`src/rtl/march_bist_pkg.sv`:
```
package march_bist_pkg;

  localparam int OP_W = 4;

  typedef enum logic [1:0] {
    CS_IDLE, CS_SHIFT, CS_GET, CS_APPLY
  } ctrl_state_t;

  typedef enum logic [3:0] {
    TS_IDLE, TS_INIT, TS_IFETCH, TS_DFETCH, TS_EXEC,
    TS_RWAIT, TS_CMP, TS_FIN, TS_NOGO
  } tpg_state_t;

  // one memory operation of a sequence
  typedef struct packed {
    logic wr;   // 1 write, 0 read
    logic inv;  // 1 complemented background
  } mop_t;

  // number of operations per address, 0 for codes that are skipped
  function automatic logic [2:0] op_len(input logic [OP_W-1:0] code);
    case (code)
      4'd1, 4'd2: op_len = 3'd1;
      4'd3:       op_len = 3'd2;
      4'd4:       op_len = 3'd3;
      4'd5:       op_len = 3'd4;
      default:    op_len = 3'd0;
    endcase
  endfunction

  // all sequences are windows of: w a, r a, w a', r a'
  function automatic mop_t op_step(input logic [OP_W-1:0] code,
                                   input logic [1:0] step);
    logic [1:0] idx;
    idx = (code == 4'd5 || code == 4'd1) ? step : step + 2'd1;
    case (idx)
      2'd0:    op_step = '{wr: 1'b1, inv: 1'b0};
      2'd1:    op_step = '{wr: 1'b0, inv: 1'b0};
      2'd2:    op_step = '{wr: 1'b1, inv: 1'b1};
      default: op_step = '{wr: 1'b0, inv: 1'b1};
    endcase
  endfunction

endpackage

```
`src/rtl/cmd_shift_buf.sv`:
```
module cmd_shift_buf #(
  parameter int CMD_W = 13,
  parameter int DEPTH = 4,
  parameter int IDX_W = 2
) (
  input  logic             clk,
  input  logic             rst,
  input  logic             shift_en,
  input  logic             shift_bit,
  input  logic [IDX_W-1:0] rd_idx,
  output logic [CMD_W-1:0] rd_cmd
);
  localparam int TOT = CMD_W * DEPTH;

  logic [TOT-1:0]   chain_q;
  logic [CMD_W-1:0] slot [DEPTH];

  // new bit enters at the top, so the first bit ends up at bit 0
  always_ff @(posedge clk) begin
    if (rst)           chain_q <= '0;
    else if (shift_en) chain_q <= {shift_bit, chain_q[TOT-1:1]};
  end

  for (genvar g = 0; g < DEPTH; g++) begin : g_slot
    assign slot[g] = chain_q[g*CMD_W +: CMD_W];
  end

  assign rd_cmd = slot[rd_idx];
endmodule

```
`src/rtl/march_ctrl_fsm.sv`:
```
module march_ctrl_fsm
  import march_bist_pkg::*;
(
  input  logic clk,
  input  logic rst,
  input  logic start,
  input  logic scan_en,
  input  logic tpg_fin,
  output logic shift_en,
  output logic clr_result,
  output logic tpg_en
);
  ctrl_state_t st_q, st_d;

  always_comb begin
    st_d = st_q;
    case (st_q)
      CS_IDLE:  if (scan_en) st_d = CS_SHIFT;
                else if (start) st_d = CS_GET;
      CS_SHIFT: if (!scan_en) st_d = CS_IDLE;
      CS_GET:   st_d = CS_APPLY;
      CS_APPLY: if (tpg_fin) st_d = CS_IDLE;
      default:  st_d = CS_IDLE;
    endcase
  end

  always_ff @(posedge clk) begin
    if (rst) st_q <= CS_IDLE;
    else     st_q <= st_d;
  end

  assign shift_en   = scan_en && (st_q == CS_IDLE || st_q == CS_SHIFT);
  assign clr_result = (st_q == CS_GET);
  assign tpg_en     = (st_q == CS_APPLY);
endmodule

```
`src/rtl/march_pattern_gen.sv`:
```
module march_pattern_gen
  import march_bist_pkg::*;
#(
  parameter int ADDR_W = 4,
  parameter int DATA_W = 8,
  parameter int DEPTH  = 4,
  parameter int IDX_W  = 2,
  parameter int CMD_W  = 13
) (
  input  logic              clk,
  input  logic              rst,
  input  logic              en,
  input  logic [CMD_W-1:0]  cmd,
  input  logic [DATA_W-1:0] rdata,
  output logic [IDX_W-1:0]  cmd_idx,
  output logic              mem_en,
  output logic              mem_we,
  output logic [ADDR_W-1:0] mem_addr,
  output logic [DATA_W-1:0] mem_wdata,
  output logic              fin,
  output logic              nogo
);
  localparam int PTR_W = IDX_W + 1;

  tpg_state_t        st_q;
  logic [PTR_W-1:0]  ptr_q;
  logic              dir_q;
  logic [OP_W-1:0]   op_q;
  logic [DATA_W-1:0] bg_q, exp_q;
  logic [ADDR_W-1:0] addr_q;
  logic [1:0]        step_q;
  logic              en_q, we_q;
  logic [ADDR_W-1:0] maddr_q;
  logic [DATA_W-1:0] wdata_q;

  // fields of the command being fetched
  logic              f_dir;
  logic [OP_W-1:0]   f_op;
  logic [DATA_W-1:0] f_bg;
  assign f_dir = cmd[0];
  assign f_op  = cmd[OP_W:1];
  assign f_bg  = cmd[OP_W+DATA_W:OP_W+1];

  // current operation and the move to the next one
  mop_t              cur;
  logic [DATA_W-1:0] cur_data;
  logic              last_step, last_addr;
  tpg_state_t        adv_st;
  logic [1:0]        adv_step;
  logic [ADDR_W-1:0] adv_addr;
  logic [PTR_W-1:0]  adv_ptr;

  always_comb begin
    cur       = op_step(op_q, step_q);
    cur_data  = cur.inv ? ~bg_q : bg_q;
    last_step = ({1'b0, step_q} + 3'd1) >= op_len(op_q);
    last_addr = dir_q ? (addr_q == '0) : (addr_q == '1);
    adv_st    = TS_EXEC;
    adv_step  = step_q + 2'd1;
    adv_addr  = addr_q;
    adv_ptr   = ptr_q;
    if (last_step) begin
      adv_step = '0;
      if (last_addr) begin
        adv_st  = TS_IFETCH;
        adv_ptr = ptr_q + PTR_W'(1);
      end else begin
        adv_addr = dir_q ? addr_q - ADDR_W'(1) : addr_q + ADDR_W'(1);
      end
    end
  end

  always_ff @(posedge clk) begin
    if (rst) begin
      st_q    <= TS_IDLE;
      ptr_q   <= '0;
      dir_q   <= 1'b0;
      op_q    <= '0;
      bg_q    <= '0;
      exp_q   <= '0;
      addr_q  <= '0;
      step_q  <= '0;
      en_q    <= 1'b0;
      we_q    <= 1'b0;
      maddr_q <= '0;
      wdata_q <= '0;
    end else begin
      en_q <= 1'b0;
      we_q <= 1'b0;
      case (st_q)
        TS_IDLE:  if (en) st_q <= TS_INIT;
        TS_INIT: begin
          ptr_q <= '0;
          st_q  <= TS_IFETCH;
        end
        TS_IFETCH: begin
          if (ptr_q == PTR_W'(DEPTH) || f_op == '0) begin
            st_q <= TS_FIN;
          end else if (op_len(f_op) == 3'd0) begin
            ptr_q <= ptr_q + PTR_W'(1);
          end else begin
            dir_q <= f_dir;
            op_q  <= f_op;
            bg_q  <= f_bg;
            st_q  <= TS_DFETCH;
          end
        end
        TS_DFETCH: begin
          addr_q <= dir_q ? '1 : '0;
          step_q <= '0;
          st_q   <= TS_EXEC;
        end
        TS_EXEC: begin
          en_q    <= 1'b1;
          we_q    <= cur.wr;
          maddr_q <= addr_q;
          wdata_q <= cur_data;
          exp_q   <= cur_data;
          if (cur.wr) begin
            st_q   <= adv_st;
            step_q <= adv_step;
            addr_q <= adv_addr;
            ptr_q  <= adv_ptr;
          end else begin
            st_q <= TS_RWAIT;
          end
        end
        TS_RWAIT: st_q <= TS_CMP;
        TS_CMP: begin
          if (rdata != exp_q) begin
            st_q <= TS_NOGO;
          end else begin
            st_q   <= adv_st;
            step_q <= adv_step;
            addr_q <= adv_addr;
            ptr_q  <= adv_ptr;
          end
        end
        TS_FIN:  if (!en) st_q <= TS_IDLE;
        TS_NOGO: st_q <= TS_NOGO;
        default: st_q <= TS_IDLE;
      endcase
    end
  end

  assign cmd_idx   = ptr_q[IDX_W-1:0];
  assign mem_en    = en_q;
  assign mem_we    = we_q;
  assign mem_addr  = maddr_q;
  assign mem_wdata = wdata_q;
  assign fin       = (st_q == TS_FIN);
  assign nogo      = (st_q == TS_NOGO);
endmodule

```
`src/rtl/march_seq_bist.sv`:
```
module march_seq_bist
  import march_bist_pkg::*;
#(
  parameter int ADDR_W    = 4,
  parameter int DATA_W    = 8,
  parameter int CMD_DEPTH = 4
) (
  input  logic              clk,
  input  logic              rst,
  input  logic              start,
  input  logic              scan_en,
  input  logic              scan_in,
  output logic              mem_en,
  output logic              mem_we,
  output logic [ADDR_W-1:0] mem_addr,
  output logic [DATA_W-1:0] mem_wdata,
  input  logic [DATA_W-1:0] mem_rdata,
  output logic              test_done,
  output logic              test_pass
);
  localparam int CMD_W = 1 + OP_W + DATA_W;
  localparam int IDX_W = (CMD_DEPTH > 1) ? $clog2(CMD_DEPTH) : 1;

  logic             shift_en, clr_result, tpg_en, tpg_fin, tpg_nogo;
  logic [IDX_W-1:0] cmd_idx;
  logic [CMD_W-1:0] cmd;
  logic             done_q, pass_q;

  march_ctrl_fsm u_ctrl (
    .clk        (clk),
    .rst        (rst),
    .start      (start),
    .scan_en    (scan_en),
    .tpg_fin    (tpg_fin),
    .shift_en   (shift_en),
    .clr_result (clr_result),
    .tpg_en     (tpg_en)
  );

  cmd_shift_buf #(.CMD_W(CMD_W), .DEPTH(CMD_DEPTH), .IDX_W(IDX_W)) u_buf (
    .clk       (clk),
    .rst       (rst),
    .shift_en  (shift_en),
    .shift_bit (scan_in),
    .rd_idx    (cmd_idx),
    .rd_cmd    (cmd)
  );

  march_pattern_gen #(
    .ADDR_W (ADDR_W), .DATA_W (DATA_W), .DEPTH (CMD_DEPTH),
    .IDX_W  (IDX_W),  .CMD_W  (CMD_W)
  ) u_tpg (
    .clk       (clk),
    .rst       (rst),
    .en        (tpg_en),
    .cmd       (cmd),
    .rdata     (mem_rdata),
    .cmd_idx   (cmd_idx),
    .mem_en    (mem_en),
    .mem_we    (mem_we),
    .mem_addr  (mem_addr),
    .mem_wdata (mem_wdata),
    .fin       (tpg_fin),
    .nogo      (tpg_nogo)
  );

  always_ff @(posedge clk) begin
    if (rst) begin
      done_q <= 1'b0;
      pass_q <= 1'b0;
    end else if (clr_result) begin
      done_q <= 1'b0;
      pass_q <= 1'b0;
    end else if (tpg_fin) begin
      done_q <= 1'b1;
      pass_q <= 1'b1;
    end else if (tpg_nogo) begin
      done_q <= 1'b1;
      pass_q <= 1'b0;
    end
  end

  assign test_done = done_q;
  assign test_pass = pass_q;
endmodule

```
`config.mk`:
```
export PLATFORM = sky130hd
export DESIGN_NAME = march_seq_bist
export DESIGN_NICKNAME = d
export VERILOG_FILES = /design/src/rtl/march_bist_pkg.sv /design/src/rtl/cmd_shift_buf.sv /design/src/rtl/march_ctrl_fsm.sv /design/src/rtl/march_pattern_gen.sv /design/src/rtl/march_seq_bist.sv
export SDC_FILE = /design/constraint.sdc
export NUM_CORES = 1
export LEC_CHECK = 0
export BUFFER_PORTS_ARGS = -buffer_cell sky130_fd_sc_hd__buf_2
export CAP_MARGIN = 20
export CORE_MARGIN = 2
export CORE_UTILIZATION = 37
export CTS_CLUSTER_DIAMETER = 40
export DETAILED_ROUTE_END_ITERATION = 12
export PLACE_DENSITY_LB_ADDON = 0.1
export SLEW_MARGIN = 15
export SYNTH_ARGS = -nofsm -noshare
export SYNTH_HDL_FRONTEND = slang
export SYNTH_SLANG_ARGS = --single-unit
export TNS_END_PERCENT = 5
```
`constraint.sdc`:
```
create_clock -name clk -period 3.08 [get_ports clk]
set_clock_uncertainty 0.1 [all_clocks]
set_input_delay 0.308 -clock clk [delete_from_list [all_inputs] [get_ports clk]]
set_output_delay 0.308 -clock clk [all_outputs]
set_load 0.05 [all_outputs]
```
* Word-level counts from Yosys, hierarchy flattened *
Cells that the tools add are included.
W data, S select, Z words.

word-level totals
  bits in registers = 96
  input port bits = 13
  output and inout port bits = 16
  word-level logic and storage cells = 134

operators by class
  add/sub/neg operators = 5
  order comparisons = 2
  eq/ne operators = 36
  mux-type cells = 49
  bitwise logic cells = 5
  reduce and logical (&&, ||, !) cells = 22

operators by type and width
  operator              count
  $mux W4               13
  $pmux W3 S4           3
  $pmux W4 S9           1
  $eq A4 B3 Y1 const B  8
  $mux W3               10
  $bmux W13 S2          1
  $mux W13              2
  $eq A4 B2 Y1 const B  6
  $mux W2               8
  $eq A4 B1 Y1 const B  3
  $logic_not A4 Y1      3
  $pmux W2 S3           2
  $pmux W4 S3           1
  $reduce_and A3 Y1     4
  $ne A2 B2 Y1 const B  5
  $eq A4 B4 Y1 const B  2
  $mux W8               1
  $ne A8 B8 Y1          1
  $not A8 Y8            1
  $pmux W2 S4           1
  $reduce_or A2 Y1      4
  $eq A2 B2 Y1 const B  3
  $mux W1               6
  $ne A2 B1 Y1 const B  3
  other kinds (21)      27

* Depth between registers and ports, before layout *
Gate-level depths: netlist of run 1.

  depth in word-level cells = 14
  mapped depth = 11
  mapped depth without buffers = 11

* Hierarchy *
A second synthesis of run 1 with hierarchy kept.

unflattened totals
  cells, all modules = 469
  area total of the unflattened synthesis = 4620.7 um^2

modules (own cells, without submodules)
  module             times used  cells each  area an instance (um^2)  sequential area each (um^2)
  march_pattern_gen  1           270         2313.5                   800.8
  cmd_shift_buf      1           183         2142.1                   1041.0
  march_ctrl_fsm     1           10          98.8                     40.0
  march_seq_bist     1           6           66.3                     40.0

* Worst setup path before layout of run 1 *
OpenSTA, ideal clock, no wires.

  path kind = register to register
  start point = register u_tpg.op_q[2]
  end point = register u_tpg.ptr_q[2]
  library setup time = 0.117 ns
  arrival time = 2.577 ns
  data required time = 2.863 ns
  path slack = 0.285 ns
  cell stages (with the launch flop) = 9
  path buffers = 0
  period minus slack after synthesis = 2.795 ns
  cells stage by stage = dfxtp_1 -> or3b_2 -> a21o_1 -> ha_1 -> a211oi_1 -> or3_1 -> a2111oi_4 -> o2111ai_1 -> a32o_1

between the ends
  word-level cells in the longest chain between the ends = 7
  elaborated cells on any way between the ends = 20
  classes of those cells = order compare (1); eq/ne (8); mux (7); reduce/logical (4)

ends and longest elaborated chain
  what                                                           RTL line                                       text
  from (decl)                                                    march_pattern_gen.sv:28                        logic [OP_W-1:0] op_q;
  from (signal assigned)                                         march_pattern_gen.sv:103                       op_q <= f_op;
  $eq A4 B2 Y1 (tied with other cells)                           march_bist_pkg.sv:22                           case (code)
  $reduce_or A2 Y1 / $logic_or A1 B1 Y1 (equally long branches)  march_bist_pkg.sv:22, march_bist_pkg.sv:35
  $pmux W3 S4 / $mux W2 (equally long branches)                  march_bist_pkg.sv:22, march_bist_pkg.sv:35
  $ge A3 B3 Y1 (tied with other cells)                           march_pattern_gen.sv:56                        last_step = ({1'b0, step_q} + 3'd1) >= op_len(op_q);
  $mux W3 / $pmux W2 S3 (equally long branches)                  march_pattern_gen.sv:62, march_bist_pkg.sv:36
  $mux W3 (tied with other cells)                                march_pattern_gen.sv:130                       if (rdata != exp_q) begin
  $pmux W3 S4 / $reduce_and A5 Y1 (equally long branches)        --
  to (signal assigned)                                           march_pattern_gen.sv:100                       ptr_q <= ptr_q + PTR_W'(1);
  to (signal assigned)                                           march_pattern_gen.sv:123                       ptr_q <= adv_ptr;
  to (signal assigned)                                           march_pattern_gen.sv:136                       ptr_q <= adv_ptr;
  to (decl)                                                      march_pattern_gen.sv:26                        logic [PTR_W-1:0] ptr_q;

Parallel ways exist; a longest one is shown, timed or not. The select of a mux whose other input is x is not followed.
A chain may end at the register's enable or synchronous reset.

* Final worst setup path of run 1 *
  start point = register u_tpg.op_q[0]
  end point = register u_tpg.ptr_q[2]

The elaborated chain is that of the path after synthesis.

==> results.yml, run 1 <==
outcome:
  outcome: "finished clean"
grt:
  antenna_found_initial: 0
  grt_max_degree: 55
  grt_overflow_total: 0
  grt_pass1_vias: 3528
  grt_usage: 0.1653
  grt_pass1_wl_mm: 17.31
die:
  die_h_um: 114.6
  ios: 29
  fp.dieW_um: 114.6
  core_sq_um: 11960
  row_count: 40
  initial_core_util: 0.3783
  die_area_sq_um: 13130
placed_design:
  portBuffers: 28
  place.gp.congestion: 0.7773
  placed_cells: 691
  post-dp-hpwl_mm: 6.978
clock_tree:
  cts_root_buf: "clkbuf_16"
  insertion_delay_ns: 0.34
  cts_setup_buffers: 0
  ctsHoldBuffers: 0
  clk_path_buf_depth: 2
  path_clk_slew_ns: 0.07
  cts_made_buffers: 9
  htree_levels: 3
  cts_resized: 0
  cts.sinks: 96
  tritoncts: "built"
sta:
  max_freq_mhz: 349.5
  finalSetupTns_ns: 0
  finalHoldViolCount: 0
  setup_viol: 0
  fin_crit_sh: 0.9291
  drv_slew: 0
  worst_pin_slew_ns: 1.027
  hold_ws_ns: 0.09890
  rsz0062_at_grt: "no"
  layout_min_cycle_time_ns: 2.862
  slew_headroom: 0.3156
layout:
  seqCellArea_sq_um: 1923
  n_antenna_cell: 0
  final_cell_mix: "nand2_1, dfxtp_1, a21oi_1"
  area_growth_pct: 14.18
  nNetsFinal: 577
  n_fill_cell: 1208
  final_common_cell: "nand2_1"
  multi_input_comb_area_sq_um: 2439
  final_layout_size_suffix_gt1_frac: 0.1411
  layout.cells.non_filler: 707
logic_synthesis:
  synthesis.area_sq_um: 4526
  synth_nets: 558
  synth_ff_type: "dfxtp_1"
  avgSynthCellArea_sq_um: 8.443
  yosysWarnings: 0
  synthArstFlopShare: 0
  synth_edf_count: 0
  yosys.cell_types.count: 53
  seq_area_frac_synth: 0.4247
  synthCells: 536
  synth_seq_cells: 96
worst_setup_path:
  worst_path_largest_cell_delay_ns: 0.48
  crit_family: "compound AO/OA/AOI/OAI gates"
  crit_type: "register to register"
  crit_required_ns: 3.22
  critical_path.max_fanout: 7
  slowest_stage: "or3b_2"
  endpoint_kind: "register"
  arrival_ns: 3.00
  crit_path_cell_trace: "or3b_2 -> a21o_1 -> ha_1 -> a211oi_1 -> or3_1 -> a2111oi_4 -> o2111ai_1 -> a32o_1"
  critPathBufInv: 0
  start_kind: "register"
power_and_ir_drop:
  p_total_uw: 3086
  p_per_area_nw_per_um2: 597.2
  p_leak_uw: 0.001807
  peakVddDrop_v: 0.0002280
drt:
  vias_per_cell: 5.279
  wl_per_cell_um: 14.49
  vias: 3732
  drc_errors: 0
  dr.pass1.iters: 4
  first_iter_violations: 167
  antenna_left: 0
  drt-total-wl_mm: 10.24
job:
  drv_cap: 0
min_path:
  min_path_type: "input pin to register"
cells in the mapped netlist, types with 2 or more instances:
cell type,n,share of area
o31ai_1,3,0.0050
o22ai_1,2,0.0028
nand2_1,142,0.12
mux4_1,3,0.017
clkbuf_1,27,0.022
o21ai_0,9,0.010
nor3_1,7,0.0077
nand2b_1,3,0.0041
nor2_1,30,0.025
mux4_2,10,0.050
xnor2_1,10,0.019
mux2i_1,17,0.038
inv_1,11,0.0091
ha_1,8,0.022
a211oi_1,5,0.0083
a21o_1,4,0.0066
a31oi_1,2,0.0028
dfxtp_1,96,0.42
xor2_1,10,0.019
nand4_1,4,0.0055
nor4_1,4,0.0055
nor3b_1,4,0.0066
buf_1,6,0.0050
nor4b_1,4,0.0077
nand3_1,7,0.0077
and3_1,2,0.0028
and2_1,3,0.0041
a21oi_1,78,0.086
flip-flops by register name (all words and copies together), names as in the netlist:
register        cells
u_tpg.bg_q          8
u_tpg.step_q        2
test_done           1
u_tpg.ptr_q         3
u_tpg.addr_q        4
u_tpg.op_q          4
u_tpg.exp_q         8
test_pass           1
u_tpg.mem_en        1
u_tpg.st_q          4
u_tpg.dir_q         1
u_ctrl.st_q         2
u_buf.chain_q      52
u_tpg.mem_addr      4
u_tpg.mem_we        1
routing by layer:
metal	up-vias	global-route usage	routed length (um)	share of wire
met1	1769	0.2220	5129	0.50
met2	53	0.2635	4626	0.45
met4	0	0.06667	164	0.016
met3	13	0.02912	321	0.031
met5	-	0	0	0
li1	1897	-	-	-
kinds of logic after synthesis:
kind of cell / after synthesis / share of synthesized area
flops: 96 / 0.4247
compound gates: 114 / 0.1479
mux: 30 / 0.1048
xor+xnor: 20 / 0.03870
fa+ha+maj: 9 / 0.02654
simple gates: 221 / 0.2173
buf+inv: 46 / 0.04009
worst reg2reg max path: stages, from the launching register on:
cell	delay [ns]
dfxtp_1	0.36
or3b_2	0.48
a21o_1	0.19
ha_1	0.27
a211oi_1	0.07
or3_1	0.41
a2111oi_4	0.43
o2111ai_1	0.17
a32o_1	0.28
worst paths after layout:
check / from / end / slack, ns / cells past startpoint
worst min-delay path: scan_in / u_buf.chain_q[51]$_SDFFE_PP0P_ / 0.1 / 3
worst min register to register: u_tpg.mem_addr[1]$_SDFFE_PP0P_ / u_tpg.mem_addr[1]$_SDFFE_PP0P_ / 0.35 / 2
worst max-delay path: u_tpg.op_q[0]$_SDFFE_PP0P_ / u_tpg.ptr_q[2]$_SDFFE_PP0P_ / 0.22 / 8
worst max register to register: u_tpg.op_q[0]$_SDFFE_PP0P_ / u_tpg.ptr_q[2]$_SDFFE_PP0P_ / 0.22 / 8
layout make-up:
class / instances / area share
Sequential cell: 96 / 0.3722
Inverter: 11 / 0.007990
Multi-Input combinational cell: 394 / 0.4719
Timing Repair Buffer: 43 / 0.05133
Tap cell: 147 / 0.03559
Clock inverter: 5 / 0.01211
Clock buffer: 11 / 0.04891
report_power, final:
group          total, uW  switching [uW]  internal [uW]  leakage (uW)
Sequential          1360            79.7           1280      0.000775
Clock               1170             491            681      0.000154
Combinational        555             356            199      0.000878
stage by stage:
step           cell area, sq um  setup WS [ns]    util
2_1_floorplan              4526         0.2855       -
3_3_place_gp               4851         0.2516  0.4055
3_5_place_dp               4851         0.1898  0.4055
4_1_cts                    5166         0.1724  0.4319
5_1_grt                    5167        0.04957  0.4320
6_report                   5167         0.2185  0.4320
Power figures use the tool's default switching activity.
==> run 2, diff against run 1 <==
--- a/config.mk
+++ b/config.mk
@@ -12,6 +12,7 @@
 export CTS_CLUSTER_DIAMETER = 40
 export DETAILED_ROUTE_END_ITERATION = 12
 export PLACE_DENSITY_LB_ADDON = 0.1
+export SKIP_CTS_REPAIR_TIMING = 1
 export SLEW_MARGIN = 15
 export SYNTH_ARGS = -nofsm -noshare
 export SYNTH_HDL_FRONTEND = slang
==> constraint.sdc (replaced) <==
create_clock -name clk -period 3.3 [get_ports clk]
set_clock_uncertainty 0.1 [all_clocks]
set_input_delay 0.33 -clock clk [delete_from_list [all_inputs] [get_ports clk]]
set_output_delay 0.33 -clock clk [all_outputs]
set_load 0.05 [all_outputs]
==> run 2 against run 1 <==
Against the previous run:
- sequential share of layout area increased by 0.19 points
- maximum frequency fell by 3.7%
- total power fell by 4.9%
- first-iteration DRC count is 28% higher
- setup slack improved by 0.11 ns
- critical endpoint unchanged
- hold slack improved by 0.026 ns
- final cell count shrank 0.57%
- sequential power decreased by 7%
- register-to-register slack improved by 0.11 ns
- critical path depth unchanged
==> results.yml, run 2 (synthesis results as in run 1) <==
placed_design:
  place.gp.congestion: 0.7725
  post-dp-hpwl_mm: 7.078
  placed_cells: 687
  portBuffers: 28
drt:
  routed-wl-met3_um: 190
  wl_met1_mm: 5.284
  dr_wl_met2_mm: 4.642
  first_iter_violations: 213
  drt-total-wl_mm: 10.28
  drc_errors: 0
  antenna_left: 0
  vias: 3694
  wl_per_cell_um: 14.62
  vias_per_cell: 5.255
  dr.pass1.iters: 5
  dr.max_layer_used: "met4"
sta:
  finalSetupTns_ns: 0
  rsz0062_at_grt: "no"
  worst_pin_slew_ns: 1.015
  setup_viol: 0
  drv_slew: 0
  slew_headroom: 0.3237
  fin_crit_sh: 0.9003
  max_freq_mhz: 336.6
  finalHoldViolCount: 0
  layout_min_cycle_time_ns: 2.971
die:
  initial_core_util: 0.3783
  ios: 29
  die_h_um: 114.6
  fp.dieW_um: 114.6
  die_area_sq_um: 13130
  core_sq_um: 11960
  row_count: 40
grt:
  grt_max_degree: 54
  grt_pass1_vias: 3510
  grt_usage: 0.1700
  grt_pass1_wl_mm: 17.75
  antenna_found_initial: 0
  grt_overflow_total: 0
power_and_ir_drop:
  pwr-share-clk: 0.394
  pwr-share-seq: 0.434
  internal-power_uw: 2067
  p_total_uw: 2934
  peakVddDrop_v: 0.0002827
  switchingPower_uw: 866.8
  p_per_area_nw_per_um2: 571.1
  p_sw_frac: 0.2955
  p_leak_uw: 0.001788
  combPwrFrac: 0.173
layout:
  n_antenna_cell: 0
  final_cell_mix: "nand2_1, dfxtp_1, a21oi_1"
  n_fill_cell: 1233
  largest_reg_flops: 52
  multi_input_comb_area_sq_um: 2439
  final_common_cell: "nand2_1"
  reg_top3: "u_buf.chain_q x52, u_tpg.bg_q x8, u_tpg.exp_q x8"
  area_growth_pct: 13.52
  regMostFlops: "u_buf.chain_q"
  layout.cells.non_filler: 703
  nNetsFinal: 573
  seqCellArea_sq_um: 1922
  final_layout_size_suffix_gt1_frac: 0.1313
job:
  drv_cap: 0
min_path:
  min_path_type: "input pin to register"
worst_setup_path:
  start_kind: "register"
  arrival_ns: 3.11
  worst_path_largest_cell_delay_ns: 0.46
  crit_required_ns: 3.44
  r2r_slack_ns: 0.33
  crit_family: "compound AO/OA/AOI/OAI gates"
  critPathBufInv: 0
  crit_path_cell_trace: "or3b_2 -> a21o_1 -> ha_1 -> a211oi_1 -> or3_1 -> a2111oi_4 -> o2111ai_1 -> a32o_1"
  crit_type: "register to register"
  critical_path.max_fanout: 6
  slowest_stage: "or3b_2"
  endpoint_kind: "register"
clock_tree:
  insertion_delay_ns: 0.35
  cts.sinks: 96
  cts_made_buffers: 9
  tritoncts: "built"
  clk_path_buf_depth: 2
  path_clk_slew_ns: 0.07
  cts_root_buf: "clkbuf_16"
  htree_levels: 3
outcome:
  outcome: "finished clean"
-- run 2: cell types whose count changed in the layout (fill, tap and decap cells not counted), sizes merged --
cell / previous run / this run
bufinv: 1 / 2
clkinvlp: 1 / 0
buf: 43 / 39
-- run 2: area by class of cell --
cell class                 instances  area share
multi-input combinational        394      0.4747
timing repair buffer              39     0.04335
clock buffer                      11     0.04725
inverter                          11    0.008037
clock inverter                     5     0.01680
sequential                        96      0.3741
tap                              147     0.03580
-- run 2: routing by layer --
| metal | up-vias | track usage |
|---|---|---|
| met5 | - | 0 |
| met4 | 0 | 0.06748 |
| met3 | 12 | 0.02912 |
| met2 | 39 | 0.2631 |
| met1 | 1755 | 0.2359 |
| li1 | 1888 | - |
-- run 2: path summary, 6_finish.rpt --
| path | endpoint | cells after the start | startpoint |
|---|---|---|---|
| max | u_tpg.ptr_q[2]$_SDFFE_PP0P_ | 8 | u_tpg.op_q[2]$_SDFFE_PP0P_ |
| min | u_buf.chain_q[51]$_SDFFE_PP0P_ | 3 | scan_in |
| max reg2reg | u_tpg.ptr_q[2]$_SDFFE_PP0P_ | 8 | u_tpg.op_q[2]$_SDFFE_PP0P_ |
| min reg2reg | u_buf.chain_q[0]$_SDFFE_PP0P_ | 2 | u_buf.chain_q[0]$_SDFFE_PP0P_ |
-- run 2: stage by stage --
step | area (sq um) | setup slack, ns | utilization | hold slack [ns]
3_3_place_gp | 4808 | 0.4089 | 0.4020 | 0.3452
4_1_cts | 5137 | 0.3123 | 0.4295 | 0.1143
6_report | 5137 | 0.3290 | 0.4295 | 0.1253
3_5_place_dp | 4808 | 0.3353 | 0.4020 | 0.3490
2_1_floorplan | 4526 | 0.5055 | - | 0.3320
5_1_grt | 5137 | 0.1461 | 0.4295 | 0.1377
-- run 2: worst min-delay path, stage by stage --
cell     delay [ns]
buf_2          0.09
nand2_1        0.05
a21oi_1        0.05
-- run 2: power by group through the flow --
stage               logic, uW  registers, uW  clock network [uW]
finish                    506           1270                1160
global route              579           1280                1240
CTS                       515           1270                1190
detailed placement        513           1300                   0
global placement          508           1300                   0
floorplan                 417           1270                   0
==> run 3, diff against run 2 <==
--- a/config.mk
+++ b/config.mk
@@ -5,7 +5,7 @@
 export SDC_FILE = /design/constraint.sdc
 export NUM_CORES = 1
 export LEC_CHECK = 0
-export BUFFER_PORTS_ARGS = -buffer_cell sky130_fd_sc_hd__buf_2
+export BUFFER_PORTS_ARGS = -buffer_cell sky130_fd_sc_hd__buf_4
 export CAP_MARGIN = 20
 export CORE_MARGIN = 2
 export CORE_UTILIZATION = 37
==> run 3 against run 2 <==
Against the previous run:
- sequential cell count did not move
- hold slack gained 0.012 ns
- first-iteration DRC count shrank 2.3%
- die area unchanged
- sequential power is essentially flat
- count of clock-buffer cells in the layout up 1
- non-clock buffer count is 1 lower
- via count down 0.54%
- setup slack better by 0.026 ns
- register-to-register slack improved by 0.03 ns
- utilization is essentially flat
- critical path type unchanged
- critical endpoint unchanged
==> results.yml, run 3 (synthesis results as in run 1) <==
outcome:
  outcome: "finished clean"
sta:
  layout_min_cycle_time_ns: 2.945
  fin_crit_sh: 0.8924
  setup_viol: 0
  max_freq_mhz: 339.6
  finalSetupTns_ns: 0
  drv_slew: 0
  worst_pin_slew_ns: 1.028
  slew_headroom: 0.3146
  finalHoldViolCount: 0
  hold_ws_ns: 0.1375
  rsz0062_at_grt: "no"
worst_setup_path:
  r2r_end: "u_tpg.ptr_q[2]$_SDFFE_PP0P_"
  crit_type: "register to register"
  r2r_slack_ns: 0.36
  arrival_ns: 3.09
  worstSetupStartpoint: "u_tpg.op_q[2]$_SDFFE_PP0P_"
  endpoint_kind: "register"
  start_kind: "register"
  critical_path.max_fanout: 6
  r2r_start: "u_tpg.op_q[2]$_SDFFE_PP0P_"
  rr_worst_depth: 8
  cp-endpoint: "u_tpg.ptr_q[2]$_SDFFE_PP0P_"
  crit_required_ns: 3.44
die:
  die_area_sq_um: 13130
  die_h_um: 114.6
  row_count: 40
  ios: 29
  initial_core_util: 0.3783
  fp.dieW_um: 114.6
  core_sq_um: 11960
layout:
  n_antenna_cell: 0
  nNetsFinal: 572
  reg_top3: "u_buf.chain_q x52, u_tpg.bg_q x8, u_tpg.exp_q x8"
  fin_area_sq_um: 5136
  final_layout_size_suffix_gt1_frac: 0.1261
  final_cell_mix: "nand2_1, dfxtp_1, a21oi_1"
  final_common_cell: "nand2_1"
  largest_reg_flops: 52
  regMostFlops: "u_buf.chain_q"
  area_growth_pct: 13.49
power_and_ir_drop:
  p_sw_frac: 0.3123
  switchingPower_uw: 861.3
  p_leak_uw: 0.001754
  peakVddDrop_v: 0.0002348
  internal-power_uw: 1897
  p_total_uw: 2758
  p_per_area_nw_per_um2: 536.9
  pwr-share-seq: 0.461
  combPwrFrac: 0.187
  pwr-share-clk: 0.351
placed_design:
  place.gp.congestion: 0.7529
  placed_area_sq_um: 4871
  post-dp-hpwl_mm: 7.036
  portBuffers: 28
clock_tree:
  insertion_delay_ns: 0.35
  cts.sinks: 96
  tritoncts: "built"
  cts_root_buf: "clkbuf_16"
  path_clk_slew_ns: 0.07
  htree_levels: 3
  cts_made_buffers: 9
  clk_path_buf_depth: 2
grt:
  grt_usage: 0.1687
  grt_pass1_wl_mm: 17.63
  grt_max_degree: 54
  antenna_found_initial: 0
  grt_pass1_vias: 3536
  grt_overflow_total: 0
min_path:
  min_path_type: "input pin to register"
drt:
  first_iter_violations: 208
  wl_per_cell_um: 14.66
  vias: 3674
  drc_errors: 0
  vias_per_cell: 5.234
  dr.pass1.iters: 4
  drt-total-wl_mm: 10.29
  antenna_left: 0
job:
  drv_cap: 0
[run 3: cell count changes in the layout (fill, tap and decap cells not counted), sizes merged]
| cell | previous run | this run |
|---|---|---|
| buf | 39 | 38 |
| bufinv | 2 | 0 |
| clkbuf | 11 | 12 |
| inv | 13 | 12 |
| clkinvlp | 0 | 2 |
[run 3: worst min-delay path by stage]
stage | startpoint | cells after the start | slack (ns) | to
floorplan | u_buf.chain_q[0]$_SDFFE_PP0P_ | 2 | 0.33 | u_buf.chain_q[0]$_SDFFE_PP0P_
global placement | u_buf.chain_q[0]$_SDFFE_PP0P_ | 2 | 0.35 | u_buf.chain_q[0]$_SDFFE_PP0P_
detailed placement | u_tpg.mem_addr[1]$_SDFFE_PP0P_ | 2 | 0.35 | u_tpg.mem_addr[1]$_SDFFE_PP0P_
CTS | scan_in | 3 | 0.14 | u_buf.chain_q[51]$_SDFFE_PP0P_
global route | scan_in | 3 | 0.17 | u_buf.chain_q[51]$_SDFFE_PP0P_
finish | scan_in | 3 | 0.14 | u_buf.chain_q[51]$_SDFFE_PP0P_
[run 3: power by group through the flow]
stage	sequential, uW	clock (uW)	combinational (uW)
2_1_floorplan	1270	0	417
3_3_place_gp	1300	0	516
3_5_place_dp	1300	0	519
4_1_cts	1270	993	524
5_1_grt	1280	1030	586
6_report	1270	968	517
[run 3: through the flow]
stage | setup WS [ns] | cells | utilization
3_5_place_dp | 0.3518 | 686 | 0.4072
2_1_floorplan | 0.5055 | 536 | -
5_1_grt | 0.1447 | 702 | 0.4294
6_report | 0.3551 | 702 | 0.4294
4_1_cts | 0.3412 | 702 | 0.4294
3_3_place_gp | 0.4104 | 686 | 0.4072
[run 3: per-layer routing]
layer	up-vias	global-route usage	wire, um
met5	-	0	0
met4	0	0.06504	174
met3	11	0.02700	211
met2	33	0.2675	4680
met1	1741	0.2306	5229
li1	1889	-	-
[run 3: final cells by class]
type / instances / area [sq um]
flip-flops and latches: 96 / 1922
clock buffers: 12 / 236.5
fillers: 1213 / 6825
multi-input cells: 394 / 2439
clock inverters: 4 / 28.78
inverters: 11 / 41.29
repair buffers: 38 / 285.3
well taps: 147 / 183.9
[run 3: critical path, cell delays in order, from the launching register on]
cell       delay (ns)
dfxtp_1          0.41
or3b_2           0.46
a21o_1           0.19
ha_1             0.27
a211oi_1         0.12
or3_1            0.44
a2111oi_4        0.42
o2111ai_1        0.16
a32o_1           0.28
